$ cat config.mk
export PLATFORM = sky130hd
export DESIGN_NAME = nvm_page_buffer
export DESIGN_NICKNAME = d
export VERILOG_FILES = /design/src/rtl/nvm_pb_pkg.sv /design/src/rtl/nvm_pb_wordbuf.sv /design/src/rtl/nvm_pb_bytebuf.sv /design/src/rtl/nvm_pb_seq.sv /design/src/rtl/nvm_page_buffer.sv
export SDC_FILE = /design/constraint.sdc
export NUM_CORES = 2
export LEC_CHECK = 0
export BUFFER_PORTS_ARGS = -buffer_cell sky130_fd_sc_hd__clkbuf_2
export CORE_MARGIN = 2
export CORE_UTILIZATION = 25
export CTS_BUF_LIST = sky130_fd_sc_hd__clkbuf_8
export DETAILED_ROUTE_END_ITERATION = 8
export GPL_TIMING_DRIVEN = 0
export SKIP_LAST_GASP = 1
export SLEW_MARGIN = 20
export SYNTH_ARGS = -nofsm -noshare
export SYNTH_HDL_FRONTEND = slang
export SYNTH_SLANG_ARGS = --single-unit
$ cat constraint.sdc
create_clock -name clk -period 7.7 [get_ports clk]
set_input_delay 0.385 -clock clk [delete_from_list [all_inputs] [get_ports clk]]
set_output_delay 0.385 -clock clk [all_outputs]
set_load 0.05 [all_outputs]
$ cat src/rtl/nvm_pb_pkg.sv
package nvm_pb_pkg;

    typedef enum logic [2:0] {
        OP_WLOAD_LO = 3'd0,
        OP_WLOAD_HI = 3'd1,
        OP_WCOMMIT  = 3'd2,
        OP_BLOAD    = 3'd3,
        OP_BCOMMIT  = 3'd4,
        OP_BWRITE   = 3'd5,
        OP_RSVD6    = 3'd6,
        OP_RSVD7    = 3'd7
    } op_e;

    typedef enum logic [2:0] {
        ST_IDLE,
        ST_WALK,
        ST_ERASE,
        ST_PROG,
        ST_HOLD
    } st_e;

    typedef enum logic {
        SP_WORD = 1'b0,
        SP_BYTE = 1'b1
    } space_e;

    typedef struct packed {
        logic lo_v;
        logic hi_v;
        logic bad;
    } wflags_t;

    localparam logic [7:0] ERASED_BYTE = 8'hFF;

    function automatic logic word_complete(wflags_t f);
        return f.lo_v & f.hi_v & ~f.bad;
    endfunction

    function automatic logic op_starts_busy(logic [2:0] op);
        return (op == OP_WCOMMIT) || (op == OP_BCOMMIT) || (op == OP_BWRITE);
    endfunction

endpackage

$ cat src/rtl/nvm_pb_wordbuf.sv
module nvm_pb_wordbuf
    import nvm_pb_pkg::*;
#(
    parameter int OFF_BITS = 6
) (
    input  logic                clk,
    input  logic                rst,
    input  logic                ld_lo,
    input  logic                ld_hi,
    input  logic [OFF_BITS-1:0] ld_off,
    input  logic [7:0]          ld_data,
    input  logic                clr,
    input  logic [OFF_BITS-1:0] rd_idx,
    output logic                rd_ok,
    output logic [15:0]         rd_word
);
    localparam int DEPTH = 1 << OFF_BITS;

    logic [DEPTH-1:0] ok_vec;
    logic [15:0]      word_vec [DEPTH];

    for (genvar g = 0; g < DEPTH; g++) begin : g_slot
        localparam logic [OFF_BITS-1:0] IDX = OFF_BITS'(g);
        wflags_t    fl_q;
        logic [7:0] lo_q;
        logic [7:0] hi_q;
        logic       hit;

        assign hit = (ld_off == IDX);

        always_ff @(posedge clk) begin
            if (rst || clr) begin
                fl_q <= '0;
            end else if (ld_lo && hit) begin
                fl_q.lo_v <= 1'b1;
            end else if (ld_hi && hit) begin
                if (!fl_q.lo_v) begin
                    fl_q.bad <= 1'b1;
                end else begin
                    fl_q.hi_v <= 1'b1;
                end
            end
        end

        always_ff @(posedge clk) begin
            if (ld_lo && hit) begin
                lo_q <= ld_data;
            end
            if (ld_hi && hit) begin
                hi_q <= ld_data;
            end
        end

        assign ok_vec[g]   = word_complete(fl_q);
        assign word_vec[g] = {hi_q, lo_q};
    end

    assign rd_ok   = ok_vec[rd_idx];
    assign rd_word = word_vec[rd_idx];

endmodule

$ cat src/rtl/nvm_pb_bytebuf.sv
module nvm_pb_bytebuf #(
    parameter int OFF_BITS = 6
) (
    input  logic                clk,
    input  logic                rst,
    input  logic                ld,
    input  logic [OFF_BITS-1:0] ld_off,
    input  logic [7:0]          ld_data,
    input  logic                clr,
    input  logic [OFF_BITS-1:0] rd_idx,
    output logic                rd_ok,
    output logic [7:0]          rd_byte
);
    localparam int DEPTH = 1 << OFF_BITS;

    logic [DEPTH-1:0] vld_vec;
    logic [7:0]       byte_vec [DEPTH];

    for (genvar g = 0; g < DEPTH; g++) begin : g_slot
        localparam logic [OFF_BITS-1:0] IDX = OFF_BITS'(g);
        logic       vld_q;
        logic [7:0] val_q;
        logic       hit;

        assign hit = ld && (ld_off == IDX);

        always_ff @(posedge clk) begin
            if (rst || clr) begin
                vld_q <= 1'b0;
            end else if (hit) begin
                vld_q <= 1'b1;
            end
        end

        always_ff @(posedge clk) begin
            if (hit) begin
                val_q <= ld_data;
            end
        end

        assign vld_vec[g]  = vld_q;
        assign byte_vec[g] = val_q;
    end

    assign rd_ok   = vld_vec[rd_idx];
    assign rd_byte = byte_vec[rd_idx];

endmodule

$ cat src/rtl/nvm_pb_seq.sv
module nvm_pb_seq
    import nvm_pb_pkg::*;
#(
    parameter int OFF_BITS    = 6,
    parameter int PAGE_BITS   = 7,
    parameter int BUSY_CYCLES = 64,
    parameter int CNT_W       = 8
) (
    input  logic                         clk,
    input  logic                         rst,
    input  logic                         cmd_valid,
    input  logic [2:0]                   cmd_op,
    input  logic [OFF_BITS+PAGE_BITS-1:0] cmd_addr,
    input  logic [7:0]                   cmd_data,
    input  logic                         ent_ok,
    input  logic [15:0]                  ent_data,
    output logic                         accept,
    output logic                         busy,
    output logic [CNT_W-1:0]             err_cnt,
    output logic [OFF_BITS-1:0]          walk_idx,
    output logic                         walk_byte,
    output logic                         clr_word,
    output logic                         clr_byte,
    output logic                         wr_en,
    output logic                         wr_erase,
    output logic                         wr_space,
    output logic [OFF_BITS+PAGE_BITS-1:0] wr_addr,
    output logic [15:0]                  wr_data
);
    localparam int ADDR_W = OFF_BITS + PAGE_BITS;
    localparam int DEPTH  = 1 << OFF_BITS;
    localparam int HOLD_W = (BUSY_CYCLES < 2) ? 1 : $clog2(BUSY_CYCLES);
    localparam logic [OFF_BITS-1:0] LAST_IDX  = OFF_BITS'(DEPTH - 1);
    localparam logic [HOLD_W-1:0]   HOLD_LOAD = HOLD_W'(BUSY_CYCLES - 1);
    localparam logic [CNT_W-1:0]    CNT_MAX   = '1;

    st_e                  st_q;
    space_e               space_q;
    logic                 page_q;
    logic [PAGE_BITS-1:0] pg_q;
    logic [OFF_BITS-1:0]  idx_q;
    logic [ADDR_W-1:0]    s_addr_q;
    logic [7:0]           s_data_q;
    logic [HOLD_W-1:0]    hold_q;
    logic [CNT_W-1:0]     err_q;
    logic                 drop;
    logic                 hold_done;

    assign busy      = (st_q != ST_IDLE);
    assign accept    = cmd_valid && !busy;
    assign drop      = cmd_valid && busy;
    assign hold_done = (st_q == ST_HOLD) && (hold_q == '0);

    always_ff @(posedge clk) begin
        if (rst) begin
            st_q     <= ST_IDLE;
            space_q  <= SP_WORD;
            page_q   <= 1'b0;
            pg_q     <= '0;
            idx_q    <= '0;
            s_addr_q <= '0;
            s_data_q <= '0;
            hold_q   <= '0;
        end else begin
            unique case (st_q)
                ST_IDLE: begin
                    if (accept) begin
                        case (op_e'(cmd_op))
                            OP_WCOMMIT, OP_BCOMMIT: begin
                                st_q    <= ST_WALK;
                                idx_q   <= '0;
                                page_q  <= 1'b1;
                                pg_q    <= cmd_addr[ADDR_W-1:OFF_BITS];
                                space_q <= (op_e'(cmd_op) == OP_BCOMMIT) ? SP_BYTE : SP_WORD;
                            end
                            OP_BWRITE: begin
                                st_q     <= ST_ERASE;
                                page_q   <= 1'b0;
                                space_q  <= SP_BYTE;
                                s_addr_q <= cmd_addr;
                                s_data_q <= cmd_data;
                            end
                            default: ;
                        endcase
                    end
                end
                ST_WALK: begin
                    if (idx_q == LAST_IDX) begin
                        st_q   <= ST_HOLD;
                        hold_q <= HOLD_LOAD;
                    end else begin
                        idx_q <= idx_q + 1'b1;
                    end
                end
                ST_ERASE: st_q <= ST_PROG;
                ST_PROG: begin
                    st_q   <= ST_HOLD;
                    hold_q <= HOLD_LOAD;
                end
                ST_HOLD: begin
                    if (hold_q == '0) begin
                        st_q <= ST_IDLE;
                    end else begin
                        hold_q <= hold_q - 1'b1;
                    end
                end
                default: st_q <= ST_IDLE;
            endcase
        end
    end

    always_ff @(posedge clk) begin
        if (rst) begin
            err_q <= '0;
        end else if (drop && (err_q != CNT_MAX)) begin
            err_q <= err_q + 1'b1;
        end
    end

    assign err_cnt   = err_q;
    assign walk_idx  = idx_q;
    assign walk_byte = (space_q == SP_BYTE);
    assign clr_word  = hold_done && page_q && (space_q == SP_WORD);
    assign clr_byte  = hold_done && page_q && (space_q == SP_BYTE);

    always_comb begin
        wr_en    = 1'b0;
        wr_erase = 1'b0;
        wr_space = (space_q == SP_BYTE);
        wr_addr  = s_addr_q;
        wr_data  = {8'h00, s_data_q};
        unique case (st_q)
            ST_WALK: begin
                wr_en   = ent_ok;
                wr_addr = {pg_q, idx_q};
                wr_data = ent_data;
            end
            ST_ERASE: begin
                wr_en    = 1'b1;
                wr_erase = 1'b1;
                wr_data  = {8'h00, ERASED_BYTE};
            end
            ST_PROG: wr_en = 1'b1;
            default: ;
        endcase
    end

endmodule

$ cat src/rtl/nvm_page_buffer.sv
module nvm_page_buffer
    import nvm_pb_pkg::*;
#(
    parameter int OFF_BITS    = 6,
    parameter int PAGE_BITS   = 7,
    parameter int BUSY_CYCLES = 64,
    parameter int CNT_W       = 8,
    localparam int ADDR_W     = OFF_BITS + PAGE_BITS
) (
    input  logic              clk,
    input  logic              rst,
    input  logic              cmd_valid,
    input  logic [2:0]        cmd_op,
    input  logic [ADDR_W-1:0] cmd_addr,
    input  logic [7:0]        cmd_data,
    output logic              busy,
    output logic [CNT_W-1:0]  err_cnt,
    output logic              wr_en,
    output logic              wr_erase,
    output logic              wr_space,
    output logic [ADDR_W-1:0] wr_addr,
    output logic [15:0]       wr_data
);
    logic                accept;
    logic [OFF_BITS-1:0] walk_idx;
    logic                walk_byte;
    logic                clr_word;
    logic                clr_byte;
    logic                w_ok;
    logic [15:0]         w_word;
    logic                b_ok;
    logic [7:0]          b_byte;
    logic                ent_ok;
    logic [15:0]         ent_data;
    logic                ld_lo;
    logic                ld_hi;
    logic                ld_b;

    assign ld_lo = accept && (cmd_op == OP_WLOAD_LO);
    assign ld_hi = accept && (cmd_op == OP_WLOAD_HI);
    assign ld_b  = accept && (cmd_op == OP_BLOAD);

    nvm_pb_wordbuf #(.OFF_BITS(OFF_BITS)) u_wbuf (
        .clk     (clk),
        .rst     (rst),
        .ld_lo   (ld_lo),
        .ld_hi   (ld_hi),
        .ld_off  (cmd_addr[OFF_BITS-1:0]),
        .ld_data (cmd_data),
        .clr     (clr_word),
        .rd_idx  (walk_idx),
        .rd_ok   (w_ok),
        .rd_word (w_word)
    );

    nvm_pb_bytebuf #(.OFF_BITS(OFF_BITS)) u_bbuf (
        .clk     (clk),
        .rst     (rst),
        .ld      (ld_b),
        .ld_off  (cmd_addr[OFF_BITS-1:0]),
        .ld_data (cmd_data),
        .clr     (clr_byte),
        .rd_idx  (walk_idx),
        .rd_ok   (b_ok),
        .rd_byte (b_byte)
    );

    assign ent_ok   = walk_byte ? b_ok : w_ok;
    assign ent_data = walk_byte ? {8'h00, b_byte} : w_word;

    nvm_pb_seq #(
        .OFF_BITS    (OFF_BITS),
        .PAGE_BITS   (PAGE_BITS),
        .BUSY_CYCLES (BUSY_CYCLES),
        .CNT_W       (CNT_W)
    ) u_seq (
        .clk       (clk),
        .rst       (rst),
        .cmd_valid (cmd_valid),
        .cmd_op    (cmd_op),
        .cmd_addr  (cmd_addr),
        .cmd_data  (cmd_data),
        .ent_ok    (ent_ok),
        .ent_data  (ent_data),
        .accept    (accept),
        .busy      (busy),
        .err_cnt   (err_cnt),
        .walk_idx  (walk_idx),
        .walk_byte (walk_byte),
        .clr_word  (clr_word),
        .clr_byte  (clr_byte),
        .wr_en     (wr_en),
        .wr_erase  (wr_erase),
        .wr_space  (wr_space),
        .wr_addr   (wr_addr),
        .wr_data   (wr_data)
    );

endmodule

After elaboration in Yosys (flattened, before gate mapping):

Index checks and enable logic that the tools add are counted.

* output and inout bits: 41
* logic and storage cells: 1245
* bits of input ports: 27
* flip-flop bits (word level): 1845

* bitwise logic cells: 322
* mux-type cells: 31
* add/subtract/negate cells: 3
* reductions and logical operators: 349
* equal/unequal tests: 81
* magnitude comparators: 2

Operator list (number)
* $reduce_and A3 Y1: 132
* $logic_and A1 B1 Y1: 202
* $eq A6 B6 Y1 const B: 33
* $not A1 Y1: 193
* $and A1 B1 Y1: 128
* $bmux W16 S6: 1
* $eq A6 B5 Y1 const B: 16
* $bmux W8 S6: 1
* $eq A6 B4 Y1 const B: 8
* $mux W16: 3
* $pmux W16 S2: 1
* $mux W6: 5
* $eq A6 B3 Y1 const B: 4
* $pmux W6 S3: 1
* $mux W8: 2
* $pmux W3 S5: 1
* $mux W13: 1
* $bmux W1 S6: 2
* $eq A3 B2 Y1 const B: 4
* $eq A6 B2 Y1 const B: 2
* $logic_not A6 Y1: 2
* $pmux W6 S2: 1
* $ne A2 B2 Y1 const B: 5
* $eq A3 B3 Y1 const B: 3
* 22 further kinds: 37

Logic depth before layout (Yosys ltp):

* depth in word-level cells: 7
* gate-level depth with buffers: 13
* mapped depth without buffers: 7

Modules after synthesis:

A second synthesis with hierarchy kept.

* cell total of the unflattened synthesis: 4066
* area, all modules: 71658.7 µm²

By module, submodules not included
* nvm_pb_wordbuf: seq. area each 34593.2 µm², area an instance 46429.5 µm², cells an instance 2617, instances 1
* nvm_pb_bytebuf: seq. area each 16656.0 µm², area an instance 22248.8 µm², cells an instance 1076, instances 1
* nvm_pb_seq: seq. area each 1061.0 µm², area an instance 2746.4 µm², cells an instance 351, instances 1
* nvm_page_buffer: seq. area each 0.0 µm², area an instance 234.0 µm², cells an instance 22, instances 1

Worst setup path after synthesis:

No wires, ideal clock.

* kind: register to output
* start: register u_seq.idx_q[1], in the netlist u_seq.walk_idx[1]
* end: output port wr_data[4]
* buffers on the path: 5
* arrival time: 3.478 ns
* stages on the path, launching flop included: 11
* slack: 3.837 ns
* cell sequence: dfxtp_1 > buf_2 > buf_4 > buf_2 > buf_4 > clkbuf_1 > mux4_2 > mux2i_1 > o32ai_1 > nor3_1 > o41ai_1

* word-level cells in the longest chain between the ends: 6
* elaborated cells on any way between the ends: 9
* those cells by class: 8 x mux; 1 x bitwise

RTL lines
* from (decl): RTL line nvm_pb_seq.sv:41 `logic [OFF_BITS-1:0] idx_q;`
* from (signal assigned): RTL line nvm_pb_seq.sv:92 `idx_q <= idx_q + 1'b1;`
* $not A6 Y7 (implied by the code) *: RTL line nvm_pb_wordbuf.sv:59, nvm_pb_bytebuf.sv:46
* $bmux W16 S6 or $bmux W8 S6 (tied branches): RTL line nvm_pb_wordbuf.sv:59, nvm_pb_bytebuf.sv:46
* $mux W16 (implied by the code) or $mux W8 (tied branches) (2 in series): RTL line nvm_pb_wordbuf.sv:59, nvm_pb_bytebuf.sv:46
* $mux W16 *: RTL line nvm_page_buffer.sv:69 `assign ent_data = walk_byte ? {8'h00, b_byte} : w_word;`
* $pmux W16 S2 *: RTL line nvm_pb_seq.sv:132 `unique case (st_q)`
* to (decl): RTL line nvm_page_buffer.sv:22 `output logic [15:0] wr_data`

Every way passes the cells marked *; elsewhere a longest branch is shown, timed or not. The select of a mux whose other input is x is not followed.

Final worst setup path:

* start: register u_seq.idx_q[1], in the netlist u_seq.walk_idx[1]
* end: output port wr_data[7]

Same word-level chain as after synthesis.

==> impl_metrics.toml <==
[status]
outcome = "complete, no violations"

[pwr]
ir_worst_vdd_v = 0.000222
leakage_nw = 25.9
power.switching_mw = 6.16
p_int_mw = 16.4
total_power_mw = 22.5
seq_power_share = 0.483
p_comb_frac = 0.143
clockPowerShare = 0.374
sw_frac_of_total = 0.274
power_density_mw_per_mm2 = 269

[hold_path]
whs_endpoint = "u_seq.st_q[1]"
min_from = "cmd_op[2]"
hold_depth = 4
worst_hold_path_type = "input port to register"

[clock_tree]
cts_tree = "yes"
clock_latency_ns = 1.06
clkTransAtPathRegs_ns = 0.06
root_buffer = "clkbuf_8"
cts_setup_buffers = 0
clkSinkCount = 1845
cts.path.max_buffers = 4
htree_levels = 5
cts_buffers = 323

[placed_design]
io_buffers = 65
routabilityCongestion = 0.988
hpwl_um = 178000

[floorplan]
die_h_um = 538
pin_count = 68
die_x_um = 538
die_area_mm2 = 0.289
start_util = 0.252
core_area_mm2 = 0.283
rows = 195

[flow_run]
maxCapViolCount = 0

[synthesis]
synth_top_area_cell = "edfxtp_1"
synth_area_mm2 = 0.0712
ys_ff_latch = 1845
synth.distinct_cells = 70
avgSynthCellArea_um2 = 17.9
async_flop_share = 0
ys_seq_area_frac = 0.734
netlist_instances = 3977
synth_edf_count = 1536
yosysTopAreaCellShare = 0.648
syn_nets = 4008
synth.top_cells.by_count = "1536 x edfxtp_1, 547 x nor2_1, 449 x mux4_2"
ys_warn_count = 0
ys.flop_type = "edfxtp_1"
yosysMostFrequentCell = "edfxtp_1"
synth_area_leaders = "edfxtp_1 65%, mux4_2 14%, dfxtp_1 8.7%"

[routing]
via_count = 42900
wl_um = 263000
drc = 0
viasPerCell = 5.09
ant_nets = 0
drt_iter0_drc = 6819
dr_wl_met2_um = 118000
wl_met3_um = 28500
top_layer = "met5"
met1_length_um = 98300
firstDrtPassIters = 6
wl_per_cell_um = 31.2

[worst_setup_path]
crit_path_top_delay_cell = "o21ai_0"
r2r-start = "u_seq.st_q[2]"
crit_top_cell = "buf_2"
crit_family = "compound AO/OA/AOI/OAI gates"
crit_chain = "buf_2, buf_2, buf_2, nor2b_1, clkbuf_2, a221oi_1, o21ai_0, a31oi_1, a211oi_1, o21ai_0, clkbuf_2"
end_kind = "primary output"
worst_setup_path_start_kind = "register"
worstSetupPathType = "register to primary output"
cp.required_ns = 7.32
cp.arrival_ns = 6.64
timing.rr.end = "u_wbuf.g_slot[0].lo_q[3]"
rrSetupSlack_ns = 3.61
critPathLaunch = "u_seq.walk_idx[1]"
worst-path-buf-inv = 5
worstPathMaxFanout = 10
slowest_delay_ns = 0.94
rr_worst_depth = 5

[sta]
slew_violations = 0
grt_setup_unrepaired = "no"
finalSetupViolations = 0
finalCritPeriodShare = 0.912
maxClockFrequency_ghz = 0.142
worstMarginPinSlew_ns = 1.32
timing.setup.tns_ns = 0
hold_viol = 0
period_minus_slack_ns = 7.02
final.setup_skew_ns = 0.0722
max_slew_margin = 0.118

[global_route]
grt-ovfl-total = 0
grt_max_degree = 129
grt_pass1_vias = 41100
track_usage = 0.177
antenna_found_initial = 34
grt_pass1_wl_um = 349000

[cells_and_area]
n_fill_cell = 27700
syn_to_final_growth_pct = 17.6
drive_gt1_frac = 0.263
layout.nets = 4478
-- worst register-to-register path: stages (launching register included) --
cell,delay [ns]
dfxtp_1,0.36
or4b_2,0.76
or4_1,0.50
clkbuf_1,0.54
buf_1,0.52
nor2_1,1.00
-- what timing repair did --
action | CTS | global route
endpoints found under the hold margin | 405 | 0
resized for setup | 0 | 0
hold buffers | 27 | 0
-- registers in the layout, indices dropped and copies added (netlist names) --
name / flops
u_wbuf.g_slot.lo_q: 512
u_seq.page_q: 1
u_seq.st_q: 3
u_seq.err_cnt: 8
u_wbuf.g_slot.hi_q: 512
u_seq.hold_q: 6
u_wbuf.g_slot.fl_q: 192
u_seq.pg_q: 7
u_seq.walk_idx: 6
u_seq.s_data_q: 8
u_bbuf.g_slot.val_q: 512
u_seq.walk_byte: 1
u_bbuf.g_slot.vld_q: 64
u_seq.s_addr_q: 13
-- per-stage QoR --
step | util | hold WS, ns | worst slack (ns) | instance area, um2 | std cells
6_report | 0.296 | 0.0715 | 0.678 | 83800 | 8433
3_5_place_dp | 0.274 | 0.448 | 1.98 | 77600 | 7838
4_1_cts | 0.296 | 0.000469 | 0.817 | 83700 | 8425
3_3_place_gp | 0.270 | 0.440 | 0.537 | 76200 | 7785
5_1_grt | 0.296 | 0.130 | 0.847 | 83800 | 8428
2_1_floorplan | - | 0.429 | 3.84 | 71200 | 3977
-- final cells by class --
class	instances	area [um2]	share of cell area
Tap cell	3743	4680	0.0559
Multi-Input combinational cell	1888	18100	0.216
Sequential cell	1845	52300	0.624
Clock buffer	341	4690	0.0560
Antenna cell	8	20.0	0.000239
Timing Repair Buffer	145	1600	0.0191
Buffer	226	1140	0.0136
Inverter	18	67.6	0.000806
Clock inverter	219	1170	0.0139
-- cell families (layout without fill, tap and decap cells) --
| group | after synthesis | in the layout | share of synthesized area |
|---|---|---|---|
| simple gates | 993 | 993 | 0.0618 |
| xor+xnor | 15 | 15 | 0.00184 |
| other cells | 0 | 8 | 0 |
| mux | 525 | 525 | 0.153 |
| fa+ha+maj | 4 | 4 | 0.000703 |
| compound gates | 351 | 351 | 0.0323 |
| buf+inv | 244 | 949 | 0.0162 |
| flops | 1845 | 1845 | 0.734 |
-- cells in the final DEF (no fill, tap or decap), types with 29 or more instances in the layout --
master	synthesis	final
nor3_1	82	80
mux2i_1	68	68
nand3_1	29	29
clkbuf_1	124	93
dfxtp_1	309	309
o21a_1	66	66
inv_1	15	119
buf_2	48	60
mux4_2	449	449
clkinv_2	0	37
edfxtp_1	1536	1536
nand2_1	200	200
clkinv_1	1	60
nor2_1	547	426
clkbuf_2	0	88
nor2_2	0	120
a21oi_1	130	129
clkbuf_8	0	349
-- power groups by stage --
| stage | logic (mW) | clock network, mW | registers [mW] |
|---|---|---|---|
| finish | 3.21 | 8.43 | 10.9 |
| global route | 3.27 | 8.93 | 10.9 |
| CTS | 3.18 | 8.50 | 10.9 |
| detailed placement | 3.15 | 0 | 11.1 |
| global placement | 3.09 | 0 | 11.1 |
| floorplan | 1.74 | 0 | 11.1 |
-- metal layers --
metal	up-vias	track usage
met2	2975	0.275
li1	16800	-
met4	10	0.105
met3	743	0.0440
met5	-	0
met1	22400	0.225
-- how the worst max path moves through the flow --
stage	cells past startpoint	to
after floorplan	10	wr_data[4]
after global placement	11	wr_data[5]
after detailed placement	12	wr_en
after CTS	12	wr_en
after global routing	12	wr_en
final	11	wr_data[7]
Note: power is estimated with default switching activity, not from simulation.
